### src/rtl/dring_pkg.sv
package dring_pkg;
  // host word addresses
  localparam int unsigned ADR_CTRL      = 0;
  localparam int unsigned ADR_DESC_STAT = 1;
  localparam int unsigned ADR_DESC_DATA = 2;
  localparam int unsigned ADR_RPT_STAT  = 3;
  localparam int unsigned ADR_RPT_DATA  = 4;

  // status word fields, decoded by host software
  localparam int ST_WR_LSB = 0;
  localparam int ST_RD_LSB = 4;
  localparam int ST_EMPTY  = 8;
  localparam int ST_FULL   = 9;
  localparam int ST_ERR    = 10;

  // control word
  localparam int CTRL_RST_BIT = 0;
endpackage

### src/rtl/dring_slot_ring.sv
module dring_slot_ring #(
  parameter int ENTRY_W = 128,
  parameter int DEPTH   = 4,
  localparam int PTR_W  = $clog2(DEPTH)
) (
  input  logic               clk,
  input  logic               rst_n,
  input  logic               clr,
  input  logic               push,
  input  logic [ENTRY_W-1:0] push_data,
  input  logic               pop,
  output logic [ENTRY_W-1:0] head_data,
  output logic [PTR_W-1:0]   wr_slot,
  output logic [PTR_W-1:0]   rd_slot,
  output logic               full,
  output logic               empty
);
  // one extra wrap bit on each pointer separates full from empty
  logic [PTR_W:0]       wr_q, rd_q;
  logic [ENTRY_W-1:0]   mem [DEPTH];
  logic                 do_push, do_pop;

  assign full    = (wr_q[PTR_W] != rd_q[PTR_W]) && (wr_q[PTR_W-1:0] == rd_q[PTR_W-1:0]);
  assign empty   = (wr_q == rd_q);
  assign do_push = push && !full;
  assign do_pop  = pop && !empty;

  assign wr_slot   = wr_q[PTR_W-1:0];
  assign rd_slot   = rd_q[PTR_W-1:0];
  assign head_data = mem[rd_q[PTR_W-1:0]];

  always_ff @(posedge clk or negedge rst_n) begin
    if (!rst_n) begin
      wr_q <= '0;
      rd_q <= '0;
    end else if (clr) begin
      wr_q <= '0;
      rd_q <= '0;
    end else begin
      if (do_push) wr_q <= wr_q + 1'b1;
      if (do_pop)  rd_q <= rd_q + 1'b1;
    end
  end

  always_ff @(posedge clk) begin
    if (do_push && !clr) mem[wr_q[PTR_W-1:0]] <= push_data;
  end
endmodule

### src/rtl/dring_word_packer.sv
module dring_word_packer #(
  parameter int WORD_W   = 32,
  parameter int WORDS    = 4,
  localparam int ENTRY_W = WORD_W * WORDS,
  localparam int IDX_W   = $clog2(WORDS)
) (
  input  logic               clk,
  input  logic               rst_n,
  input  logic               clr,
  input  logic               word_valid,
  input  logic [WORD_W-1:0]  word_data,
  input  logic               ring_full,
  output logic               push,
  output logic [ENTRY_W-1:0] entry,
  output logic               overflow
);
  logic [IDX_W-1:0]              idx_q;
  logic [(WORDS-1)*WORD_W-1:0]   stage_q;
  logic                          accept, last;

  assign accept   = word_valid && !ring_full;
  assign overflow = word_valid && ring_full;
  assign last     = (idx_q == IDX_W'(WORDS - 1));
  assign push     = accept && last;

  // the closing word goes straight into the entry beside the staged words
  assign entry = {word_data, stage_q};

  always_ff @(posedge clk or negedge rst_n) begin
    if (!rst_n) begin
      idx_q   <= '0;
      stage_q <= '0;
    end else if (clr) begin
      idx_q   <= '0;
      stage_q <= '0;
    end else if (accept) begin
      idx_q <= last ? '0 : idx_q + 1'b1;
      for (int i = 0; i < WORDS - 1; i++) begin
        if (idx_q == IDX_W'(i)) stage_q[i*WORD_W +: WORD_W] <= word_data;
      end
    end
  end
endmodule

### src/rtl/dring_word_unpacker.sv
module dring_word_unpacker #(
  parameter int WORD_W   = 32,
  parameter int WORDS    = 4,
  localparam int ENTRY_W = WORD_W * WORDS,
  localparam int IDX_W   = $clog2(WORDS)
) (
  input  logic               clk,
  input  logic               rst_n,
  input  logic               clr,
  input  logic               rd_req,
  input  logic               empty,
  input  logic [ENTRY_W-1:0] head_data,
  output logic [WORD_W-1:0]  word,
  output logic               pop,
  output logic               underflow
);
  logic [IDX_W-1:0]  idx_q;
  logic [WORD_W-1:0] lanes [WORDS];
  logic              emit, last;

  for (genvar g = 0; g < WORDS; g++) begin : g_lane
    assign lanes[g] = head_data[g*WORD_W +: WORD_W];
  end

  assign emit      = rd_req && !empty;
  assign last      = (idx_q == IDX_W'(WORDS - 1));
  assign pop       = emit && last;
  assign underflow = rd_req && empty;
  assign word      = empty ? '0 : lanes[idx_q];

  always_ff @(posedge clk or negedge rst_n) begin
    if (!rst_n)      idx_q <= '0;
    else if (clr)    idx_q <= '0;
    else if (emit)   idx_q <= last ? '0 : idx_q + 1'b1;
  end
endmodule

### src/rtl/dring_err_flag.sv
module dring_err_flag (
  input  logic clk,
  input  logic rst_n,
  input  logic clr,
  input  logic set,
  input  logic w1c,
  output logic flag
);
  // a new error outranks a clear in the same cycle
  always_ff @(posedge clk or negedge rst_n) begin
    if (!rst_n)      flag <= 1'b0;
    else if (clr)    flag <= 1'b0;
    else if (set)    flag <= 1'b1;
    else if (w1c)    flag <= 1'b0;
  end
endmodule

### src/rtl/dring_channel.sv
module dring_channel
  import dring_pkg::*;
#(
  parameter int WORD_W   = 32,
  parameter int WORDS    = 4,
  parameter int DEPTH    = 4,
  parameter int ADDR_W   = 3,
  localparam int ENTRY_W = WORD_W * WORDS,
  localparam int PTR_W   = $clog2(DEPTH)
) (
  input  logic               clk,
  input  logic               rst_n,
  input  logic               host_wr_en,
  input  logic [ADDR_W-1:0]  host_wr_addr,
  input  logic [WORD_W-1:0]  host_wr_data,
  input  logic               host_rd_en,
  input  logic [ADDR_W-1:0]  host_rd_addr,
  output logic [WORD_W-1:0]  host_rd_data,
  output logic               desc_valid,
  input  logic               desc_ready,
  output logic [ENTRY_W-1:0] desc_data,
  input  logic               rpt_valid,
  output logic               rpt_ready,
  input  logic [ENTRY_W-1:0] rpt_data
);
  function automatic logic [WORD_W-1:0] pack_status(
    input logic [PTR_W-1:0] wr, input logic [PTR_W-1:0] rd,
    input logic is_empty, input logic is_full, input logic is_err);
    logic [WORD_W-1:0] s;
    s = '0;
    s[ST_WR_LSB +: PTR_W] = wr;
    s[ST_RD_LSB +: PTR_W] = rd;
    s[ST_EMPTY] = is_empty;
    s[ST_FULL]  = is_full;
    s[ST_ERR]   = is_err;
    return s;
  endfunction

  // ---------------- host decode ----------------
  logic ctrl_rst;
  logic wr_ctrl, wr_dstat, wr_ddata, wr_rstat;
  logic rd_rdata;

  assign wr_ctrl  = host_wr_en && (host_wr_addr == ADDR_W'(ADR_CTRL));
  assign wr_dstat = host_wr_en && (host_wr_addr == ADDR_W'(ADR_DESC_STAT));
  assign wr_ddata = host_wr_en && (host_wr_addr == ADDR_W'(ADR_DESC_DATA));
  assign wr_rstat = host_wr_en && (host_wr_addr == ADDR_W'(ADR_RPT_STAT));
  assign rd_rdata = host_rd_en && (host_rd_addr == ADDR_W'(ADR_RPT_DATA));

  always_ff @(posedge clk or negedge rst_n) begin
    if (!rst_n)       ctrl_rst <= 1'b0;
    else if (wr_ctrl) ctrl_rst <= host_wr_data[CTRL_RST_BIT];
  end

  // ---------------- descriptor ring ----------------
  logic               d_push, d_pop, d_full, d_empty, d_ovf, d_err;
  logic [ENTRY_W-1:0] d_entry;
  logic [PTR_W-1:0]   d_wr_ptr, d_rd_ptr;

  dring_word_packer #(.WORD_W(WORD_W), .WORDS(WORDS)) u_pack (
    .clk        (clk),
    .rst_n      (rst_n),
    .clr        (ctrl_rst),
    .word_valid (wr_ddata && !ctrl_rst),
    .word_data  (host_wr_data),
    .ring_full  (d_full),
    .push       (d_push),
    .entry      (d_entry),
    .overflow   (d_ovf)
  );

  dring_slot_ring #(.ENTRY_W(ENTRY_W), .DEPTH(DEPTH)) u_desc_ring (
    .clk       (clk),
    .rst_n     (rst_n),
    .clr       (ctrl_rst),
    .push      (d_push),
    .push_data (d_entry),
    .pop       (d_pop),
    .head_data (desc_data),
    .wr_slot   (d_wr_ptr),
    .rd_slot   (d_rd_ptr),
    .full      (d_full),
    .empty     (d_empty)
  );

  assign desc_valid = !d_empty && !ctrl_rst;
  assign d_pop      = desc_valid && desc_ready;

  dring_err_flag u_desc_err (
    .clk   (clk),
    .rst_n (rst_n),
    .clr   (ctrl_rst),
    .set   (d_ovf),
    .w1c   (wr_dstat && host_wr_data[ST_ERR]),
    .flag  (d_err)
  );

  // ---------------- report ring ----------------
  logic               r_push, r_pop, r_full, r_empty, r_unf, r_err;
  logic [ENTRY_W-1:0] r_head;
  logic [WORD_W-1:0]  r_word;
  logic [PTR_W-1:0]   r_wr_ptr, r_rd_ptr;

  assign rpt_ready = !r_full && !ctrl_rst;
  assign r_push    = rpt_valid && rpt_ready;

  dring_slot_ring #(.ENTRY_W(ENTRY_W), .DEPTH(DEPTH)) u_rpt_ring (
    .clk       (clk),
    .rst_n     (rst_n),
    .clr       (ctrl_rst),
    .push      (r_push),
    .push_data (rpt_data),
    .pop       (r_pop),
    .head_data (r_head),
    .wr_slot   (r_wr_ptr),
    .rd_slot   (r_rd_ptr),
    .full      (r_full),
    .empty     (r_empty)
  );

  dring_word_unpacker #(.WORD_W(WORD_W), .WORDS(WORDS)) u_unpack (
    .clk       (clk),
    .rst_n     (rst_n),
    .clr       (ctrl_rst),
    .rd_req    (rd_rdata && !ctrl_rst),
    .empty     (r_empty),
    .head_data (r_head),
    .word      (r_word),
    .pop       (r_pop),
    .underflow (r_unf)
  );

  dring_err_flag u_rpt_err (
    .clk   (clk),
    .rst_n (rst_n),
    .clr   (ctrl_rst),
    .set   (r_unf),
    .w1c   (wr_rstat && host_wr_data[ST_ERR]),
    .flag  (r_err)
  );

  // ---------------- read return ----------------
  logic [WORD_W-1:0] rd_next;

  always_comb begin
    rd_next = '0;
    if (host_rd_addr == ADDR_W'(ADR_CTRL)) begin
      rd_next[CTRL_RST_BIT] = ctrl_rst;
    end else if (host_rd_addr == ADDR_W'(ADR_DESC_STAT)) begin
      rd_next = pack_status(d_wr_ptr, d_rd_ptr, d_empty, d_full, d_err);
    end else if (host_rd_addr == ADDR_W'(ADR_RPT_STAT)) begin
      rd_next = pack_status(r_wr_ptr, r_rd_ptr, r_empty, r_full, r_err);
    end else if (host_rd_addr == ADDR_W'(ADR_RPT_DATA)) begin
      rd_next = ctrl_rst ? '0 : r_word;
    end
  end

  always_ff @(posedge clk or negedge rst_n) begin
    if (!rst_n)          host_rd_data <= '0;
    else if (host_rd_en) host_rd_data <= rd_next;
  end
endmodule

### config.mk
export PLATFORM = sky130hd
export DESIGN_NAME = dring_channel
export DESIGN_NICKNAME = d
export VERILOG_FILES = /design/src/rtl/dring_pkg.sv /design/src/rtl/dring_slot_ring.sv /design/src/rtl/dring_word_packer.sv /design/src/rtl/dring_word_unpacker.sv /design/src/rtl/dring_err_flag.sv /design/src/rtl/dring_channel.sv
export SDC_FILE = /design/constraint.sdc
export NUM_CORES = 1
export LEC_CHECK = 0
export BUFFER_PORTS_ARGS = -buffer_cell sky130_fd_sc_hd__clkbuf_2
export CORE_AREA = 2 2 318 320
export DETAILED_ROUTE_END_ITERATION = 7
export DIE_AREA = 0 0 320 322
export GPL_TIMING_DRIVEN = 0
export SYNTH_ARGS = -nofsm -noshare
export SYNTH_HDL_FRONTEND = slang
export SYNTH_SLANG_ARGS = --single-unit
### constraint.sdc
create_clock -name clk -period 4.5 [get_ports clk]
set_input_delay 0.9 -clock clk [delete_from_list [all_inputs] [get_ports clk]]
set_output_delay 0.9 -clock clk [all_outputs]
set_load 0.1 [all_outputs]
==> reports/summary.txt <==
PWR
---------------------------------------------------------------------------------
Power per unit of standard cell area                                  455 nW/um^2
Power Total                                                             23,800 uW
Maximum ir drop on the vdd rail                                            388 uV
Leakage power                                                           0.0179 uW

CTS
---------------------------------------------------------------------------------
Number of levels the H-tree was split into                                      3
TritonCTS clock tree                                                        built
Clock transition at path regs                                             0.07 ns
Root Driver                                                          sky130_fd_sc_hd__clkbuf_16
Clock latency of the later-clocked register in the worst-skew pair        0.71 ns
Clock Path Buffers                                                              3
Number of resized instances in the post-cts repair step                         0
# Post-CTS Setup Buffers                                                        0
Clock sink count                                                            1,171
Number of CTS-inserted buffers                                                118

CELLS AND AREA
---------------------------------------------------------------------------------
Post-synthesis to final-layout area growth                                  17.1%
Number of cells in the finished layout apart from fillers                   3,990
Fraction of final layout cells sized beyond drive strength 1                31.6%
Post-layout utilization of the core                                         52.4%
Count of nets after finishing                                               2,768

YOSYS
---------------------------------------------------------------------------------
Commonest cells in the synthesized netlist                           sky130_fd_sc_hd__edfxtp_1 (1,024), sky130_fd_sc_hd__mux4_2 (260), sky130_fd_sc_hd__dfrtp_1 (147), sky130_fd_sc_hd__a21oi_1 (102), sky130_fd_sc_hd__o31ai_1 (102)
Area of the mapped netlist                                            44,600 um^2
Portion of the post-synthesis area used by sequential elements              77.2%
Share of async-settable or async-resettable flops after synthesis           12.6%
Average cell area after synthesis                                       21.1 um^2
Count of mapped cells out of synthesis                                      2,115
Count of cell types in the netlist                                             52
Post-synth top area cell                                             sky130_fd_sc_hd__edfxtp_1
Dominant cell by count in the synthesized netlist                    sky130_fd_sc_hd__edfxtp_1
EDFF count, synth                                                           1,024
Number of synthesis warnings                                                    0
Leading cell types by total area after synthesis                     sky130_fd_sc_hd__edfxtp_1 (69%), sky130_fd_sc_hd__mux4_2 (13%), sky130_fd_sc_hd__dfrtp_1 (8.2%)
Flip-flop and latch count after synthesis                                   1,171
Leading register cell type out of synthesis                          sky130_fd_sc_hd__edfxtp_1
Portion of synthesized cell area occupied by the leading cell type          69.0%
Post-Synthesis Net Count                                                    2,302

GRT
---------------------------------------------------------------------------------
GRT Residual Overflow                                                           0
Wire length of the first global-routing pass                           161,000 um
Number of antenna violations at the first check in global routing              21
Total Routing Usage GR                                                      21.4%
Via count of the first global-routing pass                                 23,932
Pin count of the biggest net entering global routing                           81

CRITICAL PATH
---------------------------------------------------------------------------------
Sort of element at the start of the critical path                        register
Cell family with the largest share of critical-path delay            buffers and inverters
Data arrival time of the critical path                                    3.16 ns
Req. time, crit path                                                      3.60 ns
Top fanout value on the critical path                                          15
Slowest cell on the critical path                                    sky130_fd_sc_hd__buf_1
Reg-to-reg setup timing slack                                             0.66 ns
Crit Path Class                                                        reg -> out
CP Capture Type                                                       output port
Maximum cell stage delay along the critical path                          0.64 ns
Buffering stage count on the worst path with inverters included                 3
CP Cell Sequence                                                     buf_2 > buf_1 > mux4_2 > clkbuf_2

FLOORPLAN
---------------------------------------------------------------------------------
I/O pin count                                                                 334
Initial Util                                                                44.8%
Floorplan die width                                                        320 um
Area of the core region                                               99,600 um^2
Die outline height                                                         322 um
DIE AREA                                                             103,000 um^2
Site Rows                                                                     116

ROUTE
---------------------------------------------------------------------------------
Drt via density                                                              5.86
First-pass iteration count of the detailed router                               6
Post-Route WL                                                          111,000 um
Routed via count                                                           23,362
Residual antenna-violating net count after detailed routing                     0
Initial DRC count                                                           2,153
DRC Markers                                                                     0
DR WL/cell                                                                27.8 um

PLACED DESIGN
---------------------------------------------------------------------------------
Detailed placer's ending HPWL                                           73,500 um
# port buffers                                                                331
Routability cong.                                                           0.826
Placed Cells incl. Taps                                                     3,761

JOB
---------------------------------------------------------------------------------
Number of max-cap violations                                                    0

TIMING
---------------------------------------------------------------------------------
Final Setup Violations                                                          0
Worst slack on hold paths                                                0.179 ns
Count of endpoints failing hold in the final timing report                      0
Worst slew pin tran                                                       1.17 ns
Max frequency                                                           0.246 GHz
Worst setup skew after layout                                           0.0266 ns
Normalized max-slew margin                                                  21.5%
Clock period minus worst slack                                            4.06 ns
RSZ-0062 raised after global routing                                        false
Part of the cycle the worst path needs                                      90.3%
Final Max Tran Viols                                                            0

OUTCOME
---------------------------------------------------------------------------------
Status                                                               finished clean

MIN PATH
---------------------------------------------------------------------------------
Worst Hold Class                                                      in -> async

==> flip-flops by register name, summed over array words and instances, names as in the netlist <==
signal and count:
u_rpt_ring.rd_q 3, u_rpt_ring.wr_q 3, ctrl_rst 1, u_desc_ring.wr_q 3, u_pack.stage_q 96, u_desc_ring.rd_q 3, u_rpt_ring.mem 512, u_desc_err.flag 1
u_rpt_err.flag 1, u_desc_ring.mem 512, u_unpack.idx_q 2, u_pack.idx_q 2, host_rd_data 32
==> metal layers <==
layer	wire, um	global-route usage, %
met5	193	0
met2	57100	37.0
met3	9330	5.96
met4	2350	5.80
met1	41800	26.6
==> path summary, 6_finish.rpt <==
path | startpoint | to | depth (start not counted)
max in group asynchronous | rst_n | host_rd_data[16]$_DFFE_PN0P_ | 2
worst max-delay path | u_desc_ring.rd_q[1]$_DFFE_PN0P_ | desc_data[97] | 4
worst min-delay path | rst_n | u_pack.stage_q[41]$_DFFE_PN0P_ | 1
min in group clk | rpt_data[46] | u_rpt_ring.mem[0][46]$_DFFE_PP_ | 1
worst max register to register | u_desc_ring.rd_q[1]$_DFFE_PN0P_ | u_desc_ring.mem[2][70]$_DFFE_PP_ | 9
worst min register to register | host_rd_data[16]$_DFFE_PN0P_ | host_rd_data[16]$_DFFE_PN0P_ | 1
==> stage by stage <==
step / setup slack [ns] / instance area (um^2) / setup TNS [ns]
floorplan: 0.453 / 44600 / 0
global placement: -1.47 / 47900 / -890.81
detailed placement: 0.0842 / 48400 / 0
CTS: 0.372 / 52200 / 0
global route: 0.342 / 52200 / 0
finish: 0.436 / 52200 / 0
==> timing repair <==
action / CTS / global route
endpoints found under the hold margin: 0 / 0
endpoints found under the setup margin: 98 / 0
hold buffers: 0 / 0
==> where the power goes <==
part / total, uW / switching [uW] / internal (uW) / leakage (uW)
logic: 1570 / 1090 / 481 / 0.00428
registers: 12600 / 164 / 12400 / 0.0118
clock network: 9590 / 4120 / 5470 / 0.00186
==> logic make-up (layout without fill, tap and decap cells) <==
group	count (synthesis)	in the layout	synth area share [%]
other	0	5	0
AND/OR/NAND/NOR	159	159	2.09
multiplexers	269	269	13.3
XOR/XNOR	14	14	0.275
adder cells (fa/ha/maj)	15	15	0.421
buffers and inverters	174	746	1.70
flip-flops	1171	1171	77.2
AO/OA/AOI/OAI	313	313	4.97
==> area by class of cell <==
class                           instances  area [um^2]
Sequential cell                      1171        34400
Clock inverter                         78          657
Timing Repair Buffer                  348         2120
Multi-Input combinational cell        770         9430
Tap cell                             1298         1620
Clock buffer                          148         3180
Fill cell                            7830        47400
Antenna cell                            5         12.5
Inverter                               18         67.6
Buffer                                154          683
==> cell usage in the layout (no fill, tap or decap), drive strengths merged, types with 4 or more instances in the layout <==
| cell | instances |
|---|---|
| and2 | 6 |
| a22o | 29 |
| nand2 | 17 |
| bufinv | 8 |
| o31ai | 103 |
| nor2b | 6 |
| dfrtp | 147 |
| xnor2 | 7 |
| clkinv | 55 |
| a221oi | 25 |
| a21oi | 102 |
| mux2i | 8 |
| o221ai | 4 |
| edfxtp | 1024 |
| xor2 | 7 |
| nand3 | 5 |
| diode | 5 |
| nor2 | 11 |
| buf | 79 |
| and3 | 4 |
| a31oi | 4 |
| clkbuf | 571 |
| ha | 15 |
| o21ai | 5 |
| o2bb2ai | 25 |
| inv | 23 |
| nand4 | 99 |
| clkinvlp | 10 |
| mux4 | 260 |
No activity file was read; power rests on OpenSTA's default activity.
